===== src/rtl/ptp_cls_pkg.sv =====
package ptp_cls_pkg;
  localparam int IDX_W = 7;
  typedef logic [IDX_W-1:0] idx_t;
  localparam idx_t IDX_MAX = idx_t'((1 << IDX_W) - 1);

  localparam int ETH_HDR_LEN = 14;
  localparam int IP_HDR_LEN  = 20;
  localparam int UDP_HDR_LEN = 8;
  localparam int V1_CTL_POS  = 32;

  localparam idx_t OFF_SOF      = idx_t'(0);
  localparam idx_t OFF_ETYPE_HI = idx_t'(ETH_HDR_LEN - 2);
  localparam idx_t OFF_ETYPE_LO = idx_t'(ETH_HDR_LEN - 1);
  localparam idx_t OFF_L2_PTP   = idx_t'(ETH_HDR_LEN);
  localparam idx_t OFF_IP_VIHL  = idx_t'(ETH_HDR_LEN);
  localparam idx_t OFF_IP_PROTO = idx_t'(ETH_HDR_LEN + 9);
  localparam idx_t OFF_SPORT_HI = idx_t'(ETH_HDR_LEN + IP_HDR_LEN);
  localparam idx_t OFF_SPORT_LO = idx_t'(ETH_HDR_LEN + IP_HDR_LEN + 1);
  localparam idx_t OFF_DPORT_HI = idx_t'(ETH_HDR_LEN + IP_HDR_LEN + 2);
  localparam idx_t OFF_DPORT_LO = idx_t'(ETH_HDR_LEN + IP_HDR_LEN + 3);
  localparam idx_t OFF_L4_PTP   = idx_t'(ETH_HDR_LEN + IP_HDR_LEN + UDP_HDR_LEN);
  localparam idx_t OFF_V1_CTL   = idx_t'(ETH_HDR_LEN + IP_HDR_LEN + UDP_HDR_LEN + V1_CTL_POS);

  typedef enum logic [2:0] {
    MODE_OFF     = 3'd0,
    MODE_V1_SYNC = 3'd1,
    MODE_V1_DREQ = 3'd2,
    MODE_V2_EVT  = 3'd3,
    MODE_ALL     = 3'd4
  } mode_e;

  typedef struct packed {
    mode_e mode;
    logic  l2_en;
    logic  l4_en;
    logic  sport_chk;
  } cfg_t;
endpackage


===== src/rtl/ptp_cls_byte_idx.sv =====
module ptp_cls_byte_idx
  import ptp_cls_pkg::*;
(
  input  logic clk_i,
  input  logic rst_ni,
  input  logic sof_i,
  input  logic eof_i,
  input  logic valid_i,
  output logic acc_o,
  output idx_t idx_o
);
  logic in_frame_q;
  idx_t cnt_q;

  assign acc_o = valid_i & (sof_i | in_frame_q);
  assign idx_o = sof_i ? OFF_SOF : cnt_q;

  always_ff @(posedge clk_i or negedge rst_ni) begin
    if (!rst_ni) begin
      in_frame_q <= 1'b0;
      cnt_q      <= '0;
    end else if (acc_o) begin
      in_frame_q <= ~eof_i;
      cnt_q      <= (idx_o == IDX_MAX) ? IDX_MAX : idx_o + idx_t'(1);
    end
  end
endmodule


===== src/rtl/ptp_cls_hdr_track.sv =====
module ptp_cls_hdr_track
  import ptp_cls_pkg::*;
#(
  parameter logic [15:0] PTP_ETYPE = 16'h88F7,
  parameter logic [15:0] IP_ETYPE  = 16'h0800,
  parameter logic [7:0]  IP_VIHL   = 8'h45,
  parameter logic [7:0]  UDP_PROTO = 8'd17,
  parameter logic [15:0] EVT_PORT  = 16'd319
) (
  input  logic       clk_i,
  input  logic       rst_ni,
  input  logic       acc_i,
  input  idx_t       idx_i,
  input  logic [7:0] data_i,
  input  logic       sport_chk_i,
  output logic       l2_ptp_o,
  output logic       l4_ok_o
);
  logic [7:0] et_hi_q, sp_hi_q, dp_hi_q;
  logic is_ptp_q, is_ip_q, vihl_ok_q, proto_ok_q, sp_ok_q, dp_ok_q;

  always_ff @(posedge clk_i or negedge rst_ni) begin
    if (!rst_ni) begin
      et_hi_q    <= '0;
      sp_hi_q    <= '0;
      dp_hi_q    <= '0;
      is_ptp_q   <= 1'b0;
      is_ip_q    <= 1'b0;
      vihl_ok_q  <= 1'b0;
      proto_ok_q <= 1'b0;
      sp_ok_q    <= 1'b0;
      dp_ok_q    <= 1'b0;
    end else if (acc_i) begin
      case (idx_i)
        OFF_SOF: begin
          is_ptp_q   <= 1'b0;
          is_ip_q    <= 1'b0;
          vihl_ok_q  <= 1'b0;
          proto_ok_q <= 1'b0;
          sp_ok_q    <= 1'b0;
          dp_ok_q    <= 1'b0;
        end
        OFF_ETYPE_HI: et_hi_q <= data_i;
        OFF_ETYPE_LO: begin
          is_ptp_q <= ({et_hi_q, data_i} == PTP_ETYPE);
          is_ip_q  <= ({et_hi_q, data_i} == IP_ETYPE);
        end
        OFF_IP_VIHL:  vihl_ok_q  <= (data_i == IP_VIHL);
        OFF_IP_PROTO: proto_ok_q <= (data_i == UDP_PROTO);
        OFF_SPORT_HI: sp_hi_q    <= data_i;
        OFF_SPORT_LO: sp_ok_q    <= ({sp_hi_q, data_i} == EVT_PORT);
        OFF_DPORT_HI: dp_hi_q    <= data_i;
        OFF_DPORT_LO: dp_ok_q    <= ({dp_hi_q, data_i} == EVT_PORT);
        default: ;
      endcase
    end
  end

  assign l2_ptp_o = is_ptp_q;
  assign l4_ok_o  = is_ip_q & vihl_ok_q & proto_ok_q & dp_ok_q & (sp_ok_q | ~sport_chk_i);
endmodule


===== src/rtl/ptp_cls_decide.sv =====
module ptp_cls_decide
  import ptp_cls_pkg::*;
#(
  parameter logic [3:0] V2_EVT_LIMIT = 4'd4,
  parameter logic [7:0] V1_SYNC_CTL  = 8'h00,
  parameter logic [7:0] V1_DREQ_CTL  = 8'h01
) (
  input  logic       acc_i,
  input  idx_t       idx_i,
  input  logic [7:0] data_i,
  input  cfg_t       cfg_i,
  input  logic       l2_ptp_i,
  input  logic       l4_ok_i,
  output logic       hit_o
);
  logic v2_type, l4_path, l2_path;

  assign v2_type = (data_i[3:0] < V2_EVT_LIMIT);
  assign l2_path = cfg_i.l2_en & l2_ptp_i;
  assign l4_path = cfg_i.l4_en & l4_ok_i;

  always_comb begin
    hit_o = 1'b0;
    if (acc_i) begin
      case (cfg_i.mode)
        MODE_ALL:     hit_o = (idx_i == OFF_SOF);
        MODE_V2_EVT:  hit_o = v2_type & (((idx_i == OFF_L2_PTP) & l2_path) |
                                         ((idx_i == OFF_L4_PTP) & l4_path));
        MODE_V1_SYNC: hit_o = (idx_i == OFF_V1_CTL) & l4_path & (data_i == V1_SYNC_CTL);
        MODE_V1_DREQ: hit_o = (idx_i == OFF_V1_CTL) & l4_path & (data_i == V1_DREQ_CTL);
        default:      hit_o = 1'b0;
      endcase
    end
  end
endmodule


===== src/rtl/ptp_evt_classifier.sv =====
module ptp_evt_classifier
  import ptp_cls_pkg::*;
#(
  parameter logic [15:0] PTP_ETYPE = 16'h88F7,
  parameter logic [15:0] IP_ETYPE  = 16'h0800,
  parameter logic [15:0] EVT_PORT  = 16'd319
) (
  input  logic       clk_i,
  input  logic       rst_ni,
  input  logic       sof_i,
  input  logic       eof_i,
  input  logic       valid_i,
  input  logic [7:0] data_i,
  input  logic [2:0] cfg_mode_i,
  input  logic       cfg_l2_en_i,
  input  logic       cfg_l4_en_i,
  input  logic       cfg_sport_chk_i,
  output logic       evt_o
);
  logic acc, l2_ptp, l4_ok, hit, evt_q;
  idx_t idx;
  cfg_t cfg_live, cfg_q, cfg_eff;

  assign cfg_live = '{mode: mode_e'(cfg_mode_i), l2_en: cfg_l2_en_i,
                      l4_en: cfg_l4_en_i, sport_chk: cfg_sport_chk_i};
  assign cfg_eff  = sof_i ? cfg_live : cfg_q;

  ptp_cls_byte_idx i_idx (
    .clk_i  (clk_i),
    .rst_ni (rst_ni),
    .sof_i  (sof_i),
    .eof_i  (eof_i),
    .valid_i(valid_i),
    .acc_o  (acc),
    .idx_o  (idx)
  );

  ptp_cls_hdr_track #(
    .PTP_ETYPE(PTP_ETYPE),
    .IP_ETYPE (IP_ETYPE),
    .EVT_PORT (EVT_PORT)
  ) i_hdr (
    .clk_i      (clk_i),
    .rst_ni     (rst_ni),
    .acc_i      (acc),
    .idx_i      (idx),
    .data_i     (data_i),
    .sport_chk_i(cfg_eff.sport_chk),
    .l2_ptp_o   (l2_ptp),
    .l4_ok_o    (l4_ok)
  );

  ptp_cls_decide i_dec (
    .acc_i   (acc),
    .idx_i   (idx),
    .data_i  (data_i),
    .cfg_i   (cfg_eff),
    .l2_ptp_i(l2_ptp),
    .l4_ok_i (l4_ok),
    .hit_o   (hit)
  );

  always_ff @(posedge clk_i or negedge rst_ni) begin
    if (!rst_ni) begin
      cfg_q <= '{mode: MODE_OFF, l2_en: 1'b0, l4_en: 1'b0, sport_chk: 1'b0};
      evt_q <= 1'b0;
    end else begin
      if (acc && sof_i) cfg_q <= cfg_live;
      evt_q <= hit;
    end
  end

  assign evt_o = evt_q;
endmodule


===== config.mk =====
export PLATFORM = sky130hd
export DESIGN_NAME = ptp_evt_classifier
export DESIGN_NICKNAME = d
export VERILOG_FILES = /design/src/rtl/ptp_cls_pkg.sv /design/src/rtl/ptp_cls_byte_idx.sv /design/src/rtl/ptp_cls_hdr_track.sv /design/src/rtl/ptp_cls_decide.sv /design/src/rtl/ptp_evt_classifier.sv
export SDC_FILE = /design/constraint.sdc
export NUM_CORES = 1
export LEC_CHECK = 0
export BUFFER_PORTS_ARGS = -buffer_cell sky130_fd_sc_hd__clkbuf_2
export CAP_MARGIN = 20
export CORE_MARGIN = 3
export CORE_UTILIZATION = 51
export DETAILED_ROUTE_END_ITERATION = 12
export PLACE_DENSITY = 0.68
export SLEW_MARGIN = 25
export SYNTH_ARGS = -nofsm -noshare
export SYNTH_HDL_FRONTEND = slang
export SYNTH_SLANG_ARGS = --single-unit

===== constraint.sdc =====
create_clock -name clk_i -period 3.15 [get_ports clk_i]
set_clock_uncertainty 0.2 [all_clocks]
set_input_delay 0.63 -clock clk_i [delete_from_list [all_inputs] [get_ports clk_i]]
set_output_delay 0.63 -clock clk_i [all_outputs]
set_load 0.02 [all_outputs]

==> results of run 1 <==
layout make-up:
| class | count | area, µm² | share of cell area |
|---|---|---|---|
| sequential | 45 | 1130 | 0.441 |
| multi-input combinational | 148 | 1090 | 0.429 |
| timing repair buffer | 24 | 133 | 0.0520 |
| clock buffer | 7 | 86.3 | 0.0338 |
| tap | 50 | 62.6 | 0.0245 |
| clock inverter | 1 | 30.0 | 0.0118 |
| inverter | 5 | 18.8 | 0.00736 |
how the worst max path moves through the flow:
| stage | from | endpoint | slack [ps] | cells past startpoint |
|---|---|---|---|---|
| 2_1_floorplan | sof_i | evt_o | 270 | 8 |
| 3_3_place_gp | sof_i | evt_o | 420 | 7 |
| 3_5_place_dp | sof_i | evt_o | 350 | 7 |
| 4_1_cts | sof_i | evt_o | 660 | 7 |
| 5_1_grt | sof_i | evt_o | 510 | 7 |
| 6_report | sof_i | evt_o | 640 | 7 |
worst max-delay path, cell delays in order:
cell,delay (ps)
clkbuf_2,160
nor2b_1,250
ha_1,300
nand2b_1,70
or4_1,480
or4_1,520
o21ai_1,130
metrics by stage:
stage               total power [mW]  hold WS (ps)  utilization  instances  instance area, µm²
CTS                             1.26           222        0.616        280                2550
finish                          1.26           189        0.616        280                2550
global placement               0.809           270        0.588        272                2430
floorplan                      0.739           134            -        207                2280
global route                    1.31           241        0.616        280                2550
detailed placement             0.818           283        0.588        272                2430
cell usage in the layout, fill, tap and decap left out, types with 5 or more instances in the layout:
| cell type | netlist | routed |
|---|---|---|
| dfrtp_1 | 45 | 45 |
| mux2_2 | 31 | 31 |
| nor4b_1 | 5 | 5 |
| a21oi_1 | 12 | 12 |
| a31oi_1 | 7 | 7 |
| nand2_1 | 9 | 9 |
| clkbuf_8 | 0 | 6 |
| and3_1 | 5 | 5 |
| o21ai_0 | 9 | 9 |
| nand3_1 | 8 | 8 |
| nor2_1 | 6 | 6 |
| nor3_1 | 5 | 5 |
| nand4_1 | 5 | 5 |
| buf_4 | 0 | 5 |
| inv_1 | 5 | 5 |
| clkbuf_2 | 0 | 19 |
power groups by stage:
| stage | combinational (mW) | sequential, mW | clock, mW |
|---|---|---|---|
| after detailed placement | 0.173 | 0.644 | 0 |
| final | 0.175 | 0.633 | 0.447 |
| after CTS | 0.175 | 0.633 | 0.456 |
| after global routing | 0.192 | 0.639 | 0.480 |
| after global placement | 0.167 | 0.643 | 0 |
| after floorplan | 0.106 | 0.634 | 0 |
cells by family after synthesis:
kind of cell,share of synthesized area
flops,0.495
compound gates,0.113
buf+inv,0.0247
mux,0.158
simple gates,0.188
fa+ha+maj,0.0220
sequential cells by signal, summed over array words and instances (netlist names):
signal,count
i_hdr.l2_ptp_o,1
i_hdr.sp_ok_q,1
evt_o,1
i_hdr.dp_ok_q,1
i_hdr.vihl_ok_q,1
i_hdr.sp_hi_q,8
i_hdr.proto_ok_q,1
cfg_q,6
i_hdr.dp_hi_q,8
i_idx.in_frame_q,1
i_idx.cnt_q,7
i_hdr.et_hi_q,8
i_hdr.is_ip_q,1
layer usage:
layer,global-route usage,vias up
li1,-,820
met2,0.368,51
met3,0.0496,8
met4,0.0881,0
met5,0,-
met1,0.258,893
==> impl_metrics.ini, run 1 <==
[status]
status = complete, no violations

[sta]
fmax_ghz = 0.398
maxSlewHeadroom = 0.629
period_needed_ps = 2510
slew_violations = 0
fin_crit_sh = 0.797
setup_violations = 0
hold_viol = 0
grt_setup_unrepaired = no
worstMarginPinSlew_ps = 557
final.setup.tns_ps = 0
worst_slack_ps = 640

[floorplan]
core-area_mm2 = 0.00414
dieWidth_um = 72.8
rows = 23
start_util = 0.550
die_area_mm2 = 0.00530
die_y_um = 72.8
pin_count = 20

[route]
drc = 0
drtIter0Drc = 186
route.met3.wl_um = 218
wl_um = 5300
top_layer = met4
ant_nets = 0
avgViaCountPerCell = 6.33
met2_length_um = 2740
met1_length_um = 2260
wire_per_inst_um = 18.9
vias = 1772
dr.pass1.iters = 4

[setup_path]
critPathArrivalTime_ps = 2540
required_ps = 3180
path_class = in -> reg
path_max_fanout = 9
r2r-end = evt_o
crit_path_end_kind = flop
timing.reg2reg.setup_slack_ps = 740
ff2ff_path_depth = 6
reg2reg_from = i_idx.cnt_q[1]
cp-start-kind = input pin

[global_route]
grt_max_degree = 46
grt_pass1_vias = 1851
grt_usage = 0.214
grt_pass1_wl_um = 8630
overflow = 0
grt_antenna_before_repair = 0

[cells_and_area]
nets = 252
fillers = 347
area_growth_pct = 12.0
num_antenna_cells = 0
drive_gt1_frac = 0.300

[place]
place_hpwl_um = 3890
io_buffers = 19
preCtsSetupSlack_ps = 352
place.gp.congestion = 0.958

[logic_synthesis]
yosys.area.top_type = dfrtp_1
synth_fp_nets = 230
synthTopCellsByCount = 45 x dfrtp_1, 31 x mux2_2, 12 x a21oi_1, 9 x nand2_1, 9 x o21ai_0
synth_top_area_frac = 0.495
synth.most_common_cell = dfrtp_1
syn-instance-count = 207
synth_area_mm2 = 0.00228
syn_avg_cell_area_um2 = 11.0
synth-edff-count = 0
synthDistinctLibCells = 40
synth-seq-area-share = 0.495
yosys_warnings = 0
synthTopCellsByArea = dfrtp_1 49%, mux2_2 15%, a21oi_1 2.6%, ha_1 2.2%, o21ai_0 2.0%
ys_seq_elements = 45
async_flop_share = 1.00
ys.flop_type = dfrtp_1

[clock_network]
clock_tree.buffer_depth = 2
cts_htree_levels = 2
clkSinkCount = 45
cts.clk_slew.worst_paths_ps = 80
post_cts_buffers = 0
cts-root-buf = clkbuf_8
clkLatencyLatePin_ps = 300
cts-resized-gates = 0
postCtsHoldBufs = 0
cts_tree = done
numCtsBuffers = 5

[power]
swShare = 0.255
p_comb_frac = 0.140
p_per_area_mw_per_mm2 = 492
power.internal_uw = 935
p_sw_uw = 320
seq_power_share = 0.504
clkPwrFrac = 0.356
vdd_ir_drop_max_uv = 362
p_leak_nw = 1.16

[job]
cap_violations = 0

[worst_hold_path]
hold_path_class = in -> async
(Power assumes the default switching activity.)
==> inputs of run 2 (changes only) <==
Settings changed: ABC_AREA set to 1, PLACE_DENSITY 0.68 to 0.7.
Clock period 3.15 ns to 2.05 ns, I/O delays scaled along.
==> run 2 against run 1 <==
Combinational power rose to 3.7 times the previous value; power rose by 92%; first-iteration DRC count fell by 37%; global-route usage fell by 2.4 points; via count rose by 21%; wire length fell by 1.9%; count of clock-buffer cells in the layout fell by 2; critical path depth rose by 2; register-to-register slack got worse by 520 ps; final area rose by 12%; non-clock buffer count rose by 10; highest routed layer unchanged.
==> impl_metrics.ini, run 2 <==
[setup_path]
crit_top_cell = inv_1
crit_slowest_cell = dfrtp_1
critPathTopFamily = simple AND/OR/NAND/NOR gates
critPathArrivalTime_ps = 1820
path_max_fanout = 16
required_ps = 2040
path_class = reg -> reg
cp_num_buf_inv = 3
timing.reg2reg.setup_slack_ps = 220
slowest_delay_ps = 370
crit_path_end_kind = flop
cp-start-kind = flop
crit_chain = inv_1 > nor2_2 > inv_1 > ha_1 > inv_1 > nor2_2 > nand4_4 > nand2_1 > o21ai_1

[sta]
final.setup.tns_ps = 0
worstMarginPinSlew_ps = 556
hold_viol = 0
slew_violations = 0
fmax_ghz = 0.545
maxSlewHeadroom = 0.629
setup_violations = 0
grt_setup_unrepaired = no
period_needed_ps = 1830
worst_slack_ps = 216
fin_crit_sh = 0.895

[route]
ant_nets = 0
wl_um = 5200
drc = 0
vias = 2139
wire_per_inst_um = 12.2
avgViaCountPerCell = 5.01
drtIter0Drc = 118
dr.pass1.iters = 5

[clock_network]
clkLatencyLatePin_ps = 300
numCtsBuffers = 5
clock_tree.buffer_depth = 2
post_cts_buffers = 0
cts_tree = done
cts-root-buf = clkbuf_8
clkSinkCount = 45
cts_htree_levels = 2
cts.clk_slew.worst_paths_ps = 90

[power]
vdd_ir_drop_max_uv = 453
p_per_area_mw_per_mm2 = 845
p_leak_nw = 1.39
power.total_mw = 2.41

[logic_synthesis]
synth-edff-count = 0
synthDistinctLibCells = 33
ys_seq_elements = 45
synthTopCellsByCount = 99 x nand2_1, 45 x dfrtp_1, 38 x nor2_1, 34 x inv_1, 30 x o21ai_1
yosys.area.top_type = dfrtp_1
synth_top_area_frac = 0.447
synth.most_common_cell = nand2_1
synthTopCellsByArea = dfrtp_1 45%, nand2_1 15%, o21ai_1 6.0%, nor2_1 5.7%, inv_1 5.1%
ys.flop_type = dfrtp_1
yosys_warnings = 0
syn_avg_cell_area_um2 = 7.68
synth_area_mm2 = 0.00252
async_flop_share = 1.00
syn-instance-count = 328
synth-seq-area-share = 0.447
synth_fp_nets = 351

[place]
io_buffers = 19
place.gp.congestion = 0.865
place_hpwl_um = 4010
preCtsSetupSlack_ps = 49.2

[cells_and_area]
layout_common_cells = 99 x nand2_1, 45 x dfrtp_1, 37 x nor2_1
drive_gt1_frac = 0.182
nets = 384
area_growth_pct = 13.2
final_common_cell = nand2_1
num_antenna_cells = 0
reg_top3 = i_hdr.dp_hi_q x8, i_hdr.et_hi_q x8, i_hdr.sp_hi_q x8

[floorplan]
start_util = 0.552
rows = 24
dieWidth_um = 76.3
pin_count = 20
die_y_um = 76.3
die_area_mm2 = 0.00582
core-area_mm2 = 0.00456

[global_route]
grt_max_degree = 46
grt_antenna_before_repair = 0
grt_pass1_vias = 1976
grt_pass1_wl_um = 9080
overflow = 0
grt_usage = 0.191

[status]
status = complete, no violations

[job]
cap_violations = 0

[worst_hold_path]
hold_path_class = in -> reg
## run 2: power by group
part           internal [mW]  switching, mW  leakage (nW)
registers               1.08          0.116         0.591
clock network          0.246          0.325        0.0447
logic                  0.251          0.391         0.757
## run 2: path summary, 6_finish.rpt
path,startpoint,to,cells past startpoint
setup / recovery,i_idx.cnt_q[0],i_hdr.dp_hi_q[0],9
max in group asynchronous,rst_ni,i_idx.in_frame_q,3
hold / removal,eof_i,i_idx.in_frame_q,2
hold reg to reg,cfg_q[1],cfg_q[1],2
min in group asynchronous,rst_ni,cfg_q[3],3
setup reg to reg,i_idx.cnt_q[0],i_hdr.dp_hi_q[0],9
## run 2: area by class of cell
cell class              count  area (µm²)
inverters                  39         149
multi-input cells         236        1190
clock buffers               5        68.8
flip-flops and latches     45        1130
clock inverters             3        25.0
well taps                  65        81.3
repair buffers             34         210
fillers                   417        1710
## run 2: layer usage
layer | up-vias | global-route usage | wire length, µm
met5 | - | 0 | 0
met4 | 0 | 0.0326 | 36
met3 | 5 | 0.0437 | 229
met2 | 45 | 0.297 | 2410
met1 | 971 | 0.275 | 2520
li1 | 1118 | - | -
## run 2: timing repair
| action | in CTS | in global routing |
|---|---|---|
| hold buffers | 1 | 0 |
| resized for setup | 0 | 1 |
| endpoints found under the setup margin | 0 | 4 |
| hold endpoints to repair | 22 | 0 |
## run 2: logic make-up (layout without fill, tap and decap cells)
group | Yosys count | count (layout) | share of synthesized area
flip-flops | 45 | 45 | 0.447
XOR/XNOR | 2 | 2 | 0.00696
AO/OA/AOI/OAI | 49 | 49 | 0.106
buffers and inverters | 47 | 81 | 0.0810
adder cells (fa/ha/maj) | 4 | 4 | 0.0199
AND/OR/NAND/NOR | 181 | 181 | 0.339
## run 2: through the flow
| stage | instances | instance area (µm²) | utilization | hold WS [ps] |
|---|---|---|---|---|
| final | 427 | 2850 | 0.625 | 88.5 |
| after global routing | 427 | 2850 | 0.625 | 83.3 |
| after CTS | 427 | 2850 | 0.624 | 86.7 |
| after detailed placement | 418 | 2750 | 0.601 | 261 |
| after global placement | 418 | 2750 | 0.601 | 258 |
| after floorplan | 328 | 2520 | - | -85.6 |
==> inputs of run 3 (changes only) <==
Settings changed: REMOVE_ABC_BUFFERS set to 1.
==> run 3 against run 2 <==
The flow now finishes with violations (negative hold slack); core utilization fell by 0.66 points; fmax shrank 1.4%; non-clock buffer count decreased by 4; highest routed layer unchanged.
==> impl_metrics.ini, run 3 (synthesis results as in run 2) <==
[status]
status = finished with violations
violations = negative hold slack

[power]
p_per_area_mw_per_mm2 = 854
vdd_ir_drop_max_uv = 383
p_leak_nw = 1.38

[route]
vias = 2114
drtIter0Drc = 155
drc = 0
wl_um = 5220
wire_per_inst_um = 12.3
ant_nets = 0
dr.pass1.iters = 4
avgViaCountPerCell = 5.00

[cells_and_area]
layout_common_cells = 99 x nand2_1, 45 x dfrtp_1, 37 x nor2_1
area_growth_pct = 12.0
fillers = 430
final_common_cell = nand2_1
nets = 380
stdcell_area_mm2 = 0.00282
num_antenna_cells = 0
drive_gt1_frac = 0.176
reg_top3 = i_hdr.dp_hi_q x8, i_hdr.et_hi_q x8, i_hdr.sp_hi_q x8

[global_route]
overflow = 0
grt_usage = 0.198
grt_pass1_vias = 2049
grt_max_degree = 46
grt_antenna_before_repair = 0
grt_pass1_wl_um = 9390

[floorplan]
die_area_mm2 = 0.00582
rows = 24
core-area_mm2 = 0.00456
die_y_um = 76.3
pin_count = 20
start_util = 0.552
dieWidth_um = 76.3

[sta]
worst_hold_slack_ps = -17.5
fin_crit_sh = 0.908
period_needed_ps = 1860
worst_slack_ps = 189
grt_setup_unrepaired = no
worstMarginPinSlew_ps = 557
setup_violations = 0
final.setup.tns_ps = 0
slew_violations = 0
fmax_ghz = 0.537
maxSlewHeadroom = 0.628
hold_viol = 37

[place]
io_buffers = 19
place.gp.congestion = 0.923
preCtsSetupSlack_ps = 77.1
place_area_mm2 = 0.00272
place_hpwl_um = 4020

[setup_path]
slowest_delay_ps = 360
required_ps = 2040
path_class = reg -> reg
critPathTopFamily = simple AND/OR/NAND/NOR gates
crit_top_cell = inv_1
cp-start-kind = flop
path_max_fanout = 16
cp_num_buf_inv = 3
crit_path_end_kind = flop
critPathArrivalTime_ps = 1850
crit_slowest_cell = dfrtp_1
crit_chain = inv_1 > nor2_1 > inv_1 > ha_1 > inv_1 > nor2_2 > nand4_4 > nand2_1 > o21ai_1

[clock_network]
cts-root-buf = clkbuf_8
post_cts_buffers = 0
postCtsHoldBufs = 0
clkLatencyLatePin_ps = 300
clkSinkCount = 45
clock_tree.buffer_depth = 2
numCtsBuffers = 5
cts_tree = done
cts.clk_slew.worst_paths_ps = 80
cts_htree_levels = 2

[job]
cap_violations = 0

[worst_hold_path]
hold_path_class = in -> async
## run 3: cell types whose count changed in the layout (fill, tap and decap cells not counted), sizes merged
cell | before | now
clkinv | 1 | 2
inv | 40 | 39
buf | 14 | 11
clkbuf | 24 | 25
dlygate4sd3 | 1 | 0
clkinvlp | 1 | 0
## run 3: per-layer routing
layer / wire length, µm / up-vias / GRT usage
met3: 187 / 8 / 0.0437
met2: 2360 / 34 / 0.311
li1: - / 1111 / -
met1: 2590 / 961 / 0.271
met5: 0 / - / 0
met4: 78 / 0 / 0.0670
## run 3: worst paths after layout
check	start	to	slack, ps	cells past startpoint
max reg2reg	i_idx.cnt_q[1]	i_hdr.dp_hi_q[6]	190	9
max in group asynchronous	rst_ni	i_idx.in_frame_q	1280	2
max	i_idx.cnt_q[1]	i_hdr.dp_hi_q[6]	190	9
min	rst_ni	i_hdr.et_hi_q[6]	-20	2
min in group clk_i	eof_i	i_idx.in_frame_q	100	2
min reg2reg	cfg_q[1]	cfg_q[1]	290	2
## run 3: report_power, final
group          internal (mW)  switching [mW]
sequential              1.08           0.118
clock                  0.273           0.297
combinational          0.243           0.398
## run 3: layout make-up
class / count / area, µm² / area share
well taps: 65 / 81.3 / 0.0288
clock inverters: 2 / 13.8 / 0.00488
flip-flops and latches: 45 / 1130 / 0.399
clock buffers: 6 / 82.6 / 0.0293
inverters: 39 / 149 / 0.0528
multi-input cells: 236 / 1190 / 0.422
repair buffers: 30 / 178 / 0.0630
## run 3: timing repair
action                                  in CTS  in global routing
resized for setup                            0                  1
endpoints found under the setup margin       0                  2
endpoints found under the hold margin        0                  0
## run 3: metrics by stage
| stage | util | hold WS, ps | power [mW] | instances |
|---|---|---|---|---|
| after floorplan | - | -85.6 | 1.66 | 320 |
| after global placement | 0.596 | 260 | 1.84 | 415 |
| after detailed placement | 0.596 | 266 | 1.86 | 415 |
| after CTS | 0.618 | 5.56 | 2.44 | 423 |
| after global routing | 0.618 | 32.9 | 2.60 | 423 |
| final | 0.618 | -17.5 | 2.41 | 423 |
